$ cat src/rtl/qspi_rd_pkg.sv
package qspi_rd_pkg;

  localparam int LINES = 4;

  typedef enum logic [2:0] {
    PH_IDLE = 3'd0,
    PH_CMD  = 3'd1,
    PH_ADR  = 3'd2,
    PH_DUM  = 3'd3,
    PH_DAT  = 3'd4
  } phase_e;

  localparam logic [1:0] LM_SINGLE = 2'd0;
  localparam logic [1:0] LM_DUAL   = 2'd1;
  localparam logic [1:0] LM_QUAD   = 2'd2;
  localparam logic [1:0] LM_RSVD   = 2'd3;

  // bits moved per serial clock for a line-width code
  function automatic int unsigned lanes_of(input logic [1:0] m);
    case (m)
      LM_DUAL: return 2;
      LM_QUAD: return 4;
      default: return 1;
    endcase
  endfunction

  // serial clocks needed to move nbits at a line-width code
  function automatic int unsigned steps_for(input int unsigned nbits, input logic [1:0] m);
    return nbits / lanes_of(m);
  endfunction

  function automatic int unsigned max4(input int unsigned a, input int unsigned b,
                                       input int unsigned c, input int unsigned d);
    int unsigned r;
    r = a;
    if (b > r) r = b;
    if (c > r) r = c;
    if (d > r) r = d;
    return r;
  endfunction

endpackage

$ cat src/rtl/qspi_cfg_check.sv
module qspi_cfg_check #(
  parameter int CNT_W = 4
) (
  input  logic [CNT_W-1:0] dum_len,
  input  logic [CNT_W-1:0] drv_len,
  input  logic [1:0]       adr_mode,
  input  logic [1:0]       dum_mode,
  input  logic [1:0]       dat_mode,
  output logic             cfg_ok
);
  import qspi_rd_pkg::*;

  logic len_ok;
  logic mode_ok;

  assign len_ok  = (dum_len != '0) && (drv_len <= dum_len);
  assign mode_ok = (adr_mode != LM_RSVD) && (dum_mode != LM_RSVD) && (dat_mode != LM_RSVD);
  assign cfg_ok  = len_ok && mode_ok;

endmodule

$ cat src/rtl/qspi_lane_mux.sv
module qspi_lane_mux (
  input  qspi_rd_pkg::phase_e phase,
  input  logic [1:0]          mode,
  input  logic [3:0]          tx_top,
  input  logic                drive_on,
  output logic [3:0]          dq_out,
  output logic [3:0]          dq_oe
);
  import qspi_rd_pkg::*;

  always_comb begin
    dq_out = 4'b1100;
    dq_oe  = 4'b1100;
    case (phase)
      PH_CMD: begin
        dq_out = {3'b110, tx_top[3]};
        dq_oe  = 4'b1101;
      end
      PH_ADR: begin
        case (mode)
          LM_QUAD: begin dq_out = tx_top;                 dq_oe = 4'b1111; end
          LM_DUAL: begin dq_out = {2'b11, tx_top[3:2]};   dq_oe = 4'b1111; end
          default: begin dq_out = {3'b110, tx_top[3]};    dq_oe = 4'b1101; end
        endcase
      end
      PH_DUM: begin
        dq_out = 4'b1111;
        case (mode)
          LM_QUAD: dq_oe = drive_on ? 4'b1111 : 4'b0000;
          LM_DUAL: dq_oe = drive_on ? 4'b1111 : 4'b1100;
          default: dq_oe = drive_on ? 4'b1101 : 4'b1100;
        endcase
      end
      PH_DAT: begin
        dq_oe = (mode == LM_QUAD) ? 4'b0000 : 4'b1100;
      end
      default: ;
    endcase
  end

endmodule

$ cat src/rtl/qspi_rx_gather.sv
module qspi_rx_gather #(
  parameter int DATA_W = 32
) (
  input  logic              clk,
  input  logic              rst_n,
  input  logic              clr,
  input  logic              en,
  input  logic [1:0]        mode,
  input  logic [3:0]        dq_in,
  output logic [DATA_W-1:0] word
);
  import qspi_rd_pkg::*;

  function automatic logic [DATA_W-1:0] shift_in(input logic [DATA_W-1:0] w,
                                                 input logic [1:0] m,
                                                 input logic [3:0] d);
    case (m)
      LM_QUAD: return {w[DATA_W-5:0], d};
      LM_DUAL: return {w[DATA_W-3:0], d[1:0]};
      default: return {w[DATA_W-2:0], d[1]};
    endcase
  endfunction

  always_ff @(posedge clk or negedge rst_n) begin
    if (!rst_n)   word <= '0;
    else if (clr) word <= '0;
    else if (en)  word <= shift_in(word, mode, dq_in);
  end

endmodule

$ cat src/rtl/qspi_rd_seq.sv
module qspi_rd_seq #(
  parameter int OP_W   = 8,
  parameter int ADDR_W = 24,
  parameter int DATA_W = 32,
  parameter int CNT_W  = 4
) (
  input  logic              clk,
  input  logic              rst_n,
  input  logic              req,
  input  logic [OP_W-1:0]   opcode,
  input  logic [ADDR_W-1:0] addr,
  input  logic [CNT_W-1:0]  dum_len,
  input  logic [CNT_W-1:0]  drv_len,
  input  logic [1:0]        adr_mode,
  input  logic [1:0]        dum_mode,
  input  logic [1:0]        dat_mode,
  input  logic [3:0]        dq_in,
  output logic              cfg_err,
  output logic              done,
  output logic [DATA_W-1:0] rdata,
  output logic              cs_n,
  output logic              sck,
  output logic [3:0]        dq_out,
  output logic [3:0]        dq_oe
);
  import qspi_rd_pkg::*;

  localparam int TX_W   = OP_W + ADDR_W;
  localparam int MAXS   = max4(OP_W, ADDR_W, DATA_W, 2 ** CNT_W);
  localparam int STEP_W = $clog2(MAXS);

  phase_e              phase_q;
  logic                half_q;        // 0: sck low half, 1: sck high half
  logic [STEP_W-1:0]   cnt_q;         // serial clocks left in phase, minus one
  logic [TX_W-1:0]     tx_q;
  logic [CNT_W-1:0]    dum_len_q, drv_len_q;
  logic [1:0]          am_q, dm_q, tm_q;

  // named internal events
  logic                cfg_ok;
  logic                accept;
  logic                step_end;
  logic                phase_last;
  logic [1:0]          cur_mode;
  logic [CNT_W-1:0]    dum_idx;
  logic                drive_on;
  logic                upper_free;
  logic                rx_en;

  qspi_cfg_check #(.CNT_W(CNT_W)) u_cfg (
    .dum_len  (dum_len),
    .drv_len  (drv_len),
    .adr_mode (adr_mode),
    .dum_mode (dum_mode),
    .dat_mode (dat_mode),
    .cfg_ok   (cfg_ok)
  );

  assign accept     = (phase_q == PH_IDLE) && req && cfg_ok;
  assign step_end   = (phase_q != PH_IDLE) && half_q;
  assign phase_last = (cnt_q == '0);

  always_comb begin
    case (phase_q)
      PH_ADR:  cur_mode = am_q;
      PH_DUM:  cur_mode = dm_q;
      PH_DAT:  cur_mode = tm_q;
      default: cur_mode = LM_SINGLE;
    endcase
  end

  assign dum_idx    = dum_len_q - cnt_q[CNT_W-1:0];
  assign drive_on   = (phase_q == PH_DUM) && (dum_idx <= drv_len_q);
  assign upper_free = (cur_mode != LM_QUAD);
  assign rx_en      = step_end && (phase_q == PH_DAT);

  always_ff @(posedge clk or negedge rst_n) begin
    if (!rst_n) begin
      phase_q   <= PH_IDLE;
      half_q    <= 1'b0;
      cnt_q     <= '0;
      tx_q      <= '0;
      dum_len_q <= '0;
      drv_len_q <= '0;
      am_q      <= LM_SINGLE;
      dm_q      <= LM_SINGLE;
      tm_q      <= LM_SINGLE;
      done      <= 1'b0;
      cfg_err   <= 1'b0;
    end else begin
      done    <= 1'b0;
      cfg_err <= 1'b0;
      if (phase_q == PH_IDLE) begin
        half_q <= 1'b0;
        if (accept) begin
          phase_q   <= PH_CMD;
          cnt_q     <= STEP_W'(OP_W - 1);
          tx_q      <= {opcode, addr};
          dum_len_q <= dum_len;
          drv_len_q <= drv_len;
          am_q      <= adr_mode;
          dm_q      <= dum_mode;
          tm_q      <= dat_mode;
        end else if (req) begin
          cfg_err <= 1'b1;
        end
      end else begin
        half_q <= ~half_q;
        if (step_end) begin
          if (!phase_last) cnt_q <= cnt_q - 1'b1;
          case (phase_q)
            PH_CMD: begin
              tx_q <= tx_q << 1;
              if (phase_last) begin
                phase_q <= PH_ADR;
                cnt_q   <= STEP_W'(steps_for(ADDR_W, am_q) - 1);
              end
            end
            PH_ADR: begin
              tx_q <= tx_q << lanes_of(am_q);
              if (phase_last) begin
                phase_q <= PH_DUM;
                cnt_q   <= STEP_W'(dum_len_q);
              end
            end
            PH_DUM: begin
              if (phase_last) begin
                phase_q <= PH_DAT;
                cnt_q   <= STEP_W'(steps_for(DATA_W, tm_q) - 1);
              end
            end
            PH_DAT: begin
              if (phase_last) begin
                phase_q <= PH_IDLE;
                done    <= 1'b1;
              end
            end
            default: phase_q <= PH_IDLE;
          endcase
        end
      end
    end
  end

  assign cs_n = (phase_q == PH_IDLE);
  assign sck  = half_q && (phase_q != PH_IDLE);

  qspi_lane_mux u_mux (
    .phase    (phase_q),
    .mode     (cur_mode),
    .tx_top   (tx_q[TX_W-1 -: 4]),
    .drive_on (drive_on),
    .dq_out   (dq_out),
    .dq_oe    (dq_oe)
  );

  qspi_rx_gather #(.DATA_W(DATA_W)) u_rx (
    .clk   (clk),
    .rst_n (rst_n),
    .clr   (accept),
    .en    (rx_en),
    .mode  (tm_q),
    .dq_in (dq_in),
    .word  (rdata)
  );

endmodule

$ cat config.mk
export PLATFORM = sky130hd
export DESIGN_NAME = qspi_rd_seq
export DESIGN_NICKNAME = d
export VERILOG_FILES = /design/src/rtl/qspi_rd_pkg.sv /design/src/rtl/qspi_cfg_check.sv /design/src/rtl/qspi_lane_mux.sv /design/src/rtl/qspi_rx_gather.sv /design/src/rtl/qspi_rd_seq.sv
export SDC_FILE = /design/constraint.sdc
export NUM_CORES = 1
export LEC_CHECK = 0
export CORE_AREA = 2 2 117 119
export CTS_CLUSTER_DIAMETER = 30
export DETAILED_ROUTE_END_ITERATION = 10
export DIE_AREA = 0 0 119 121
export GPL_TIMING_DRIVEN = 1
export PLACE_DENSITY = 0.73
export SLEW_MARGIN = 20
export SYNTH_ARGS = -nofsm -noshare
export SYNTH_HDL_FRONTEND = slang
export SYNTH_HIERARCHICAL = 1
export SYNTH_SLANG_ARGS = --single-unit
$ cat constraint.sdc
create_clock -name clk -period 6.1 [get_ports clk]
set_input_delay 1.525 -clock clk [delete_from_list [all_inputs] [get_ports clk]]
set_output_delay 1.525 -clock clk [all_outputs]
set_load 0.005 [all_outputs]
---- After elaboration in Yosys (flattened, before gate mapping) ----
Index checks and enable logic that the tools add are counted.
word-level totals
  bits in registers ....................... 89
  bits of input ports ..................... 53
  output and inout bits ................... 44
  logic and storage cells ................. 115
cells by class
  add/sub/neg operators ................... 4
  div/mod/pow operators ................... 2
  $lt $le $gt $ge ......................... 2
  eq/ne operators ......................... 18
  shift operators ......................... 1
  multiplexer cells ....................... 54
  bitwise logic cells ..................... 1
  reductions and logical operators ........ 21
operators by type and width
  cell                                                                 count
  32-bit 2-to-1 mux                                                    16
  32-bit one-hot mux with 2 select lines                               2
  5-bit 2-to-1 mux                                                     7
  5-bit by 32-bit divider with 32-bit output (first input constant)    1
  6-bit by 32-bit divider with 32-bit output (first input constant)    1
  32-bit by 32-bit left shift with 32-bit output                       1
  3-bit 2-to-1 mux                                                     7
  4-bit one-hot mux with 2 select lines                                2
  4-bit one-hot mux with 4 select lines                                1
  5-bit one-hot mux with 3 select lines                                1
  5-bit by 1-bit subtractor with 5-bit output (second input constant)  3
  3-bit inequality test (second input constant)                        4
  3-bit one-hot mux with 2 select lines                                2
  3-bit one-hot mux with 4 select lines                                1
  4-bit one-hot mux with 3 select lines                                1
  1-bit logical AND                                                    9
  1-bit 2-to-1 mux                                                     9
  4-bit less-or-equal comparator                                       2
  4-bit 2-to-1 mux                                                     2
  2-bit by 1-bit == test with 1-bit output (second input constant)     3
  2-bit == test (second input constant)                                3
  3-bit by 2-bit == test with 1-bit output (second input constant)     2
  2-bit inequality test (second input constant)                        3
  2-bit one-hot mux with 3 select lines                                1
  other kinds (15)                                                     19

---- Longest topological paths before layout ----
  word-level depth ........................ 12
  depth in mapped cells ................... 14
  depth with buffers taken out ............ 13

---- By module ----
Netlist, hierarchy kept.
modules (own cells, without submodules)
  module          times used  cells each  area each (sq um)  seq. area each (sq um)
  qspi_rd_seq     1           465         4224.1             1426.4
  qspi_rx_gather  1           189         1883.1             800.8
  qspi_lane_mux   1           28          186.4              0.0
  qspi_cfg_check  1           17          117.6              0.0

---- Worst setup path before layout ----
OpenSTA, ideal clock, no wires.
  path kind ............................... register to output
  start point ............................. register phase_q[1]
  end point ............................... output dq_oe[3]
  arrival time ............................ 2.863 ns
  required time ........................... 4.575 ns
  slack ................................... 1.712 ns
  cell stages (with the launch flop) ...... 13
  buffers on the path ..................... 4
  cell sequence ........................... dfrtp_1 buf_2 buf_1 clkbuf_1 nor2_1 a22oi_1 o21ai_0 inv_1 ha_1 or3b_1 a2111oi_0 a31oi_1 buf_4
between the ends
  word-level cells in the longest chain between the ends .. 5
  elaborated cells between the ends (all ways) .. 12
ends and longest elaborated chain
  item                                                                              RTL line                                  text
  from (decl)                                                                       qspi_rd_seq.sv:32                         phase_e phase_q;
  from (signal assigned)                                                            qspi_rd_seq.sv:79                         phase_q <= PH_IDLE;
  from (signal assigned)                                                            qspi_rd_seq.sv:96                         phase_q <= PH_CMD;
  from (signal assigned)                                                            qspi_rd_seq.sv:115                        phase_q <= PH_ADR;
  3-bit == test / 3-bit by 2-bit == test with 1-bit output (equally long branches)  qspi_rd_seq.sv:64                         case (phase_q)
  2-bit one-hot mux with 3 select lines *                                           qspi_rd_seq.sv:64
  net cur_mode[0]                                                                   qspi_rd_seq.sv:44                         logic [1:0] cur_mode;
  2-bit by 1-bit == test with 1-bit output / 2-bit == test (equally long branches)  qspi_lane_mux.sv:28, qspi_lane_mux.sv:35
  4-bit one-hot mux with 2 select lines / 4-bit 2-to-1 mux (equally long branches)  qspi_lane_mux.sv:28, qspi_lane_mux.sv:35
  4-bit one-hot mux with 4 select lines *                                           qspi_lane_mux.sv:14                       case (phase)
  to (decl)                                                                         qspi_rd_seq.sv:24                         output logic [3:0] dq_oe
The timed path passes the listed nets; every way through them passes the cells marked *.

---- Worst setup path in the final report ----
  start point ............................. register phase_q[0]
  end point ............................... output dq_oe[3]
The elaborated chain is that of the path after synthesis.

==> results.py <==
metrics = {
    "outcome": {
        "outcome": "completed",
    },
    "power": {
        "combPwrFrac": 0.051,
        "power_mw": 1.18,
        "p_per_area_nw_per_um2": 154,
        "switching_power_mw": 0.256,
        "leakage_nw": 3.15,
        "p_int_mw": 0.921,
        "vdd_ir_drop_max_mv": 0.130,
        "switching_share": 0.218,
        "seqPwrFrac": 0.501,
        "clkPwrFrac": 0.447,
    },
    "routing": {
        "dr.first_iter.drc_count": 721,
        "viasPerCell": 6.44,
        "drc_errors": 0,
        "finalWirelength_um": 17800,
        "wl_per_cell_um": 19.0,
        "drtPass1Iterations": 7,
        "vias": 6040,
        "drtAntennaViolNets": 0,
    },
    "clock_network": {
        "cts_buffers": 9,
        "postCtsSetupBuffers": 0,
        "ctsLongestPathBuffers": 2,
        "cts_htree_levels": 3,
        "cts_resized": 0,
        "cts_tree": "built",
        "clk_latency_ns": 0.35,
        "cts_sinks": 89,
        "clkTransAtPathRegs_ns": 0.06,
        "ctsHoldBuffers": 0,
        "cts_root_buffer": "clkbuf_16",
    },
    "min_path": {
        "hp-start": "dm_q[0]",
        "min_path_cells": 2,
        "hp-class": "register to register",
        "hold_end": "dm_q[0]",
    },
    "die": {
        "dieArea_sq_um": 14400,
        "pin_count": 97,
        "chipHeight_um": 121,
        "fp.dieW_um": 119,
        "rows": 42,
        "initial_core_util": 0.490,
        "core_area_sq_um": 13100,
    },
    "global_route": {
        "grt_max_degree": 68,
        "grt_overflow_total": 0,
        "grt_pass1_vias": 5610,
        "antenna_found_initial": 0,
        "grt.total_usage": 0.250,
        "grt_pass1_wl_um": 29000,
    },
    "setup_path": {
        "cp.arrival_ns": 3.84,
        "rr_endpoint": "tx_q[28]",
        "r2r_cells": 6,
        "critical_path_class": "register to output port",
        "r2r-start": "am_q[0]",
        "reg2reg_slack_ns": 3.25,
        "cp.required_ns": 4.58,
        "crit_fanout": 30,
        "worstSetupStartpointType": "register",
        "end_kind": "output port",
    },
    "cells_and_area": {
        "n_antenna_cell": 0,
        "multiInputGateArea_sq_um": 3780,
        "fill_cells": 1164,
        "final-seq-area_sq_um": 2230,
        "drive_gt1_frac": 0.0971,
        "utilization": 0.586,
        "area_delta_synth_final_pct": 19.6,
        "nets": 835,
    },
    "synthesis": {
        "synth.ff_latch_count": 89,
        "ys_types": 72,
        "syn_avg_cell_area_sq_um": 9.17,
        "synth_area_sq_um": 6410,
        "syn_inst": 699,
        "synth-main-ff-cell": "dfrtp_1",
        "async_reset_ff_frac": 1.00,
        "syn_nets": 776,
        "synth-edff-count": 0,
        "seq_area_frac_synth": 0.347,
        "synth_warnings": 6,
    },
    "timing": {
        "finalCritPeriodShare": 0.879,
        "period_needed_ns": 5.36,
        "relSlewSlack": 0.295,
        "finalHoldViolCount": 0,
        "clock_skew_ns": 0.00833,
        "timing.setup.tns_ns": 0,
        "rsz0062_at_grt": "no",
        "max_freq_ghz": 0.186,
        "setup_viol": 0,
        "slew_violations": 0,
        "worstMarginPinSlew_ns": 1.05,
    },
    "placement": {
        "dp_hpwl_um": 12000,
        "gp_congestion": 0.952,
        "port_buffers": 96,
    },
    "job": {
        "maxCapViolations": 0,
    },
}
-- layout by cell type (no fill, tap or decap), types with 4 or more instances in the layout --
| master | n |
|---|---|
| dfrtp_1 | 89 |
| a31oi_1 | 10 |
| xnor2_1 | 4 |
| inv_1 | 29 |
| nor3_1 | 37 |
| clkbuf_16 | 9 |
| a221o_1 | 4 |
| nand4_1 | 6 |
| a222oi_1 | 16 |
| nand2_1 | 82 |
| buf_4 | 12 |
| o211ai_1 | 9 |
| o22ai_1 | 5 |
| nand3b_1 | 30 |
| nor2b_1 | 5 |
| a221oi_2 | 11 |
| a21o_1 | 4 |
| mux2_2 | 12 |
| nand3_1 | 17 |
| a211o_1 | 6 |
| nor2_1 | 23 |
| nor3b_1 | 7 |
| clkdlybuf4s50_1 | 95 |
| ha_1 | 21 |
| o21ai_0 | 57 |
| mux2i_1 | 26 |
| a221oi_1 | 22 |
| mux4_2 | 9 |
| nand2b_1 | 7 |
| a22oi_1 | 7 |
| a21oi_1 | 24 |
-- cell usage after synthesis (6+ instances only) --
library cell  count  area [sq um]
o21ai_0          57           285
mux2i_1          26           260
buf_6             6          67.6
nand3_1          17          85.1
a221oi_2         11           165
mux2_2           12           135
o211ai_1          9          67.6
nor3_1           37           185
nand4_1           6          37.5
a222oi_1         16           160
mux4_2            9           203
nor3b_1           7          52.6
a211o_1           6          52.6
a21oi_1          24           120
a22oi_1           7          52.6
nand2_1          82           308
nand3b_1         30           225
a31oi_1          10          62.6
dfrtp_1          89          2230
inv_1            29           109
buf_2            29           145
ha_1             23           288
nand2b_1          7          43.8
clkbuf_1         17          63.8
a221oi_1         22           193
nor2_1           24          90.1
-- worst max-delay path by stage --
stage                to  slack [ns]  cells past startpoint  startpoint
2_1_floorplan  dq_oe[3]        1.71                     12  phase_q[1]
3_3_place_gp   dq_oe[3]        1.30                     10  phase_q[2]
3_5_place_dp   dq_oe[3]        1.14                     10  phase_q[0]
4_1_cts        dq_oe[3]        0.75                     10  phase_q[0]
5_1_grt        dq_oe[3]        0.43                     10  phase_q[2]
6_report       dq_oe[3]        0.74                     10  phase_q[0]
-- power groups by stage --
stage	Clock, mW	Combinational (mW)	Sequential (mW)
final	0.527	0.0606	0.590
after global routing	0.560	0.0663	0.590
after CTS	0.540	0.0617	0.590
after detailed placement	0	0.0613	0.601
after global placement	0	0.0601	0.601
after floorplan	0	0.00818	0.601
-- per-stage QoR --
stage | instance area, sq um | hold slack [ns] | setup WS [ns] | cells
floorplan | 6410 | 0.446 | 1.71 | 699
global placement | 7370 | 0.511 | 1.30 | 922
detailed placement | 7370 | 0.510 | 1.14 | 922
CTS | 7650 | 0.532 | 0.753 | 937
global route | 7670 | 0.544 | 0.427 | 938
finish | 7670 | 0.522 | 0.738 | 938
-- cell type report --
type,count,area share
clock buffer,13,0.0339
clock inverter,2,0.00180
inverter,32,0.0157
multi-input combinational,519,0.494
sequential,89,0.291
tap,176,0.0287
timing repair buffer,107,0.136
-- state kept, by name, indices dropped and copies added, names as in the netlist --
register and count:
phase_q 3, dm_q 2, cfg_err 1, dum_len_q 4
done 1, u_rx/word 32, half_q 1, tx_q 32
am_q 2, drv_len_q 4, cnt_q 5, tm_q 2
-- kinds of logic (layout without fill, tap and decap cells) --
| family | Yosys count | count (layout) | share of synthesized area |
|---|---|---|---|
| XOR/XNOR | 5 | 5 | 0.00683 |
| buffers and inverters | 91 | 154 | 0.0683 |
| AND/OR/NAND/NOR | 242 | 242 | 0.202 |
| AO/OA/AOI/OAI | 200 | 200 | 0.231 |
| multiplexers | 48 | 48 | 0.0956 |
| adder cells (fa/ha/maj) | 24 | 24 | 0.0480 |
| flip-flops | 89 | 89 | 0.347 |
-- per-layer routing --
metal | share of wire | track usage | up-vias
met3 | 0.071 | 0.0479 | 28
met2 | 0.48 | 0.403 | 282
li1 | - | - | 2775
met4 | 0.016 | 0.0744 | 0
met1 | 0.43 | 0.343 | 2955
met5 | 0 | 0 | -
-- critical path, stage by stage (launching register included) --
cell and delay (ns):
dfrtp_1 0.91, nand2_1 0.23, nor2_1 0.26, nand2_1 0.11, o21ai_0 0.15, inv_1 0.08
ha_1 0.33, or3b_1 0.41, a2111oi_0 0.42, a31oi_1 0.10, clkdlybuf4s50_1 0.49
No activity file was read; power rests on OpenSTA's default activity.
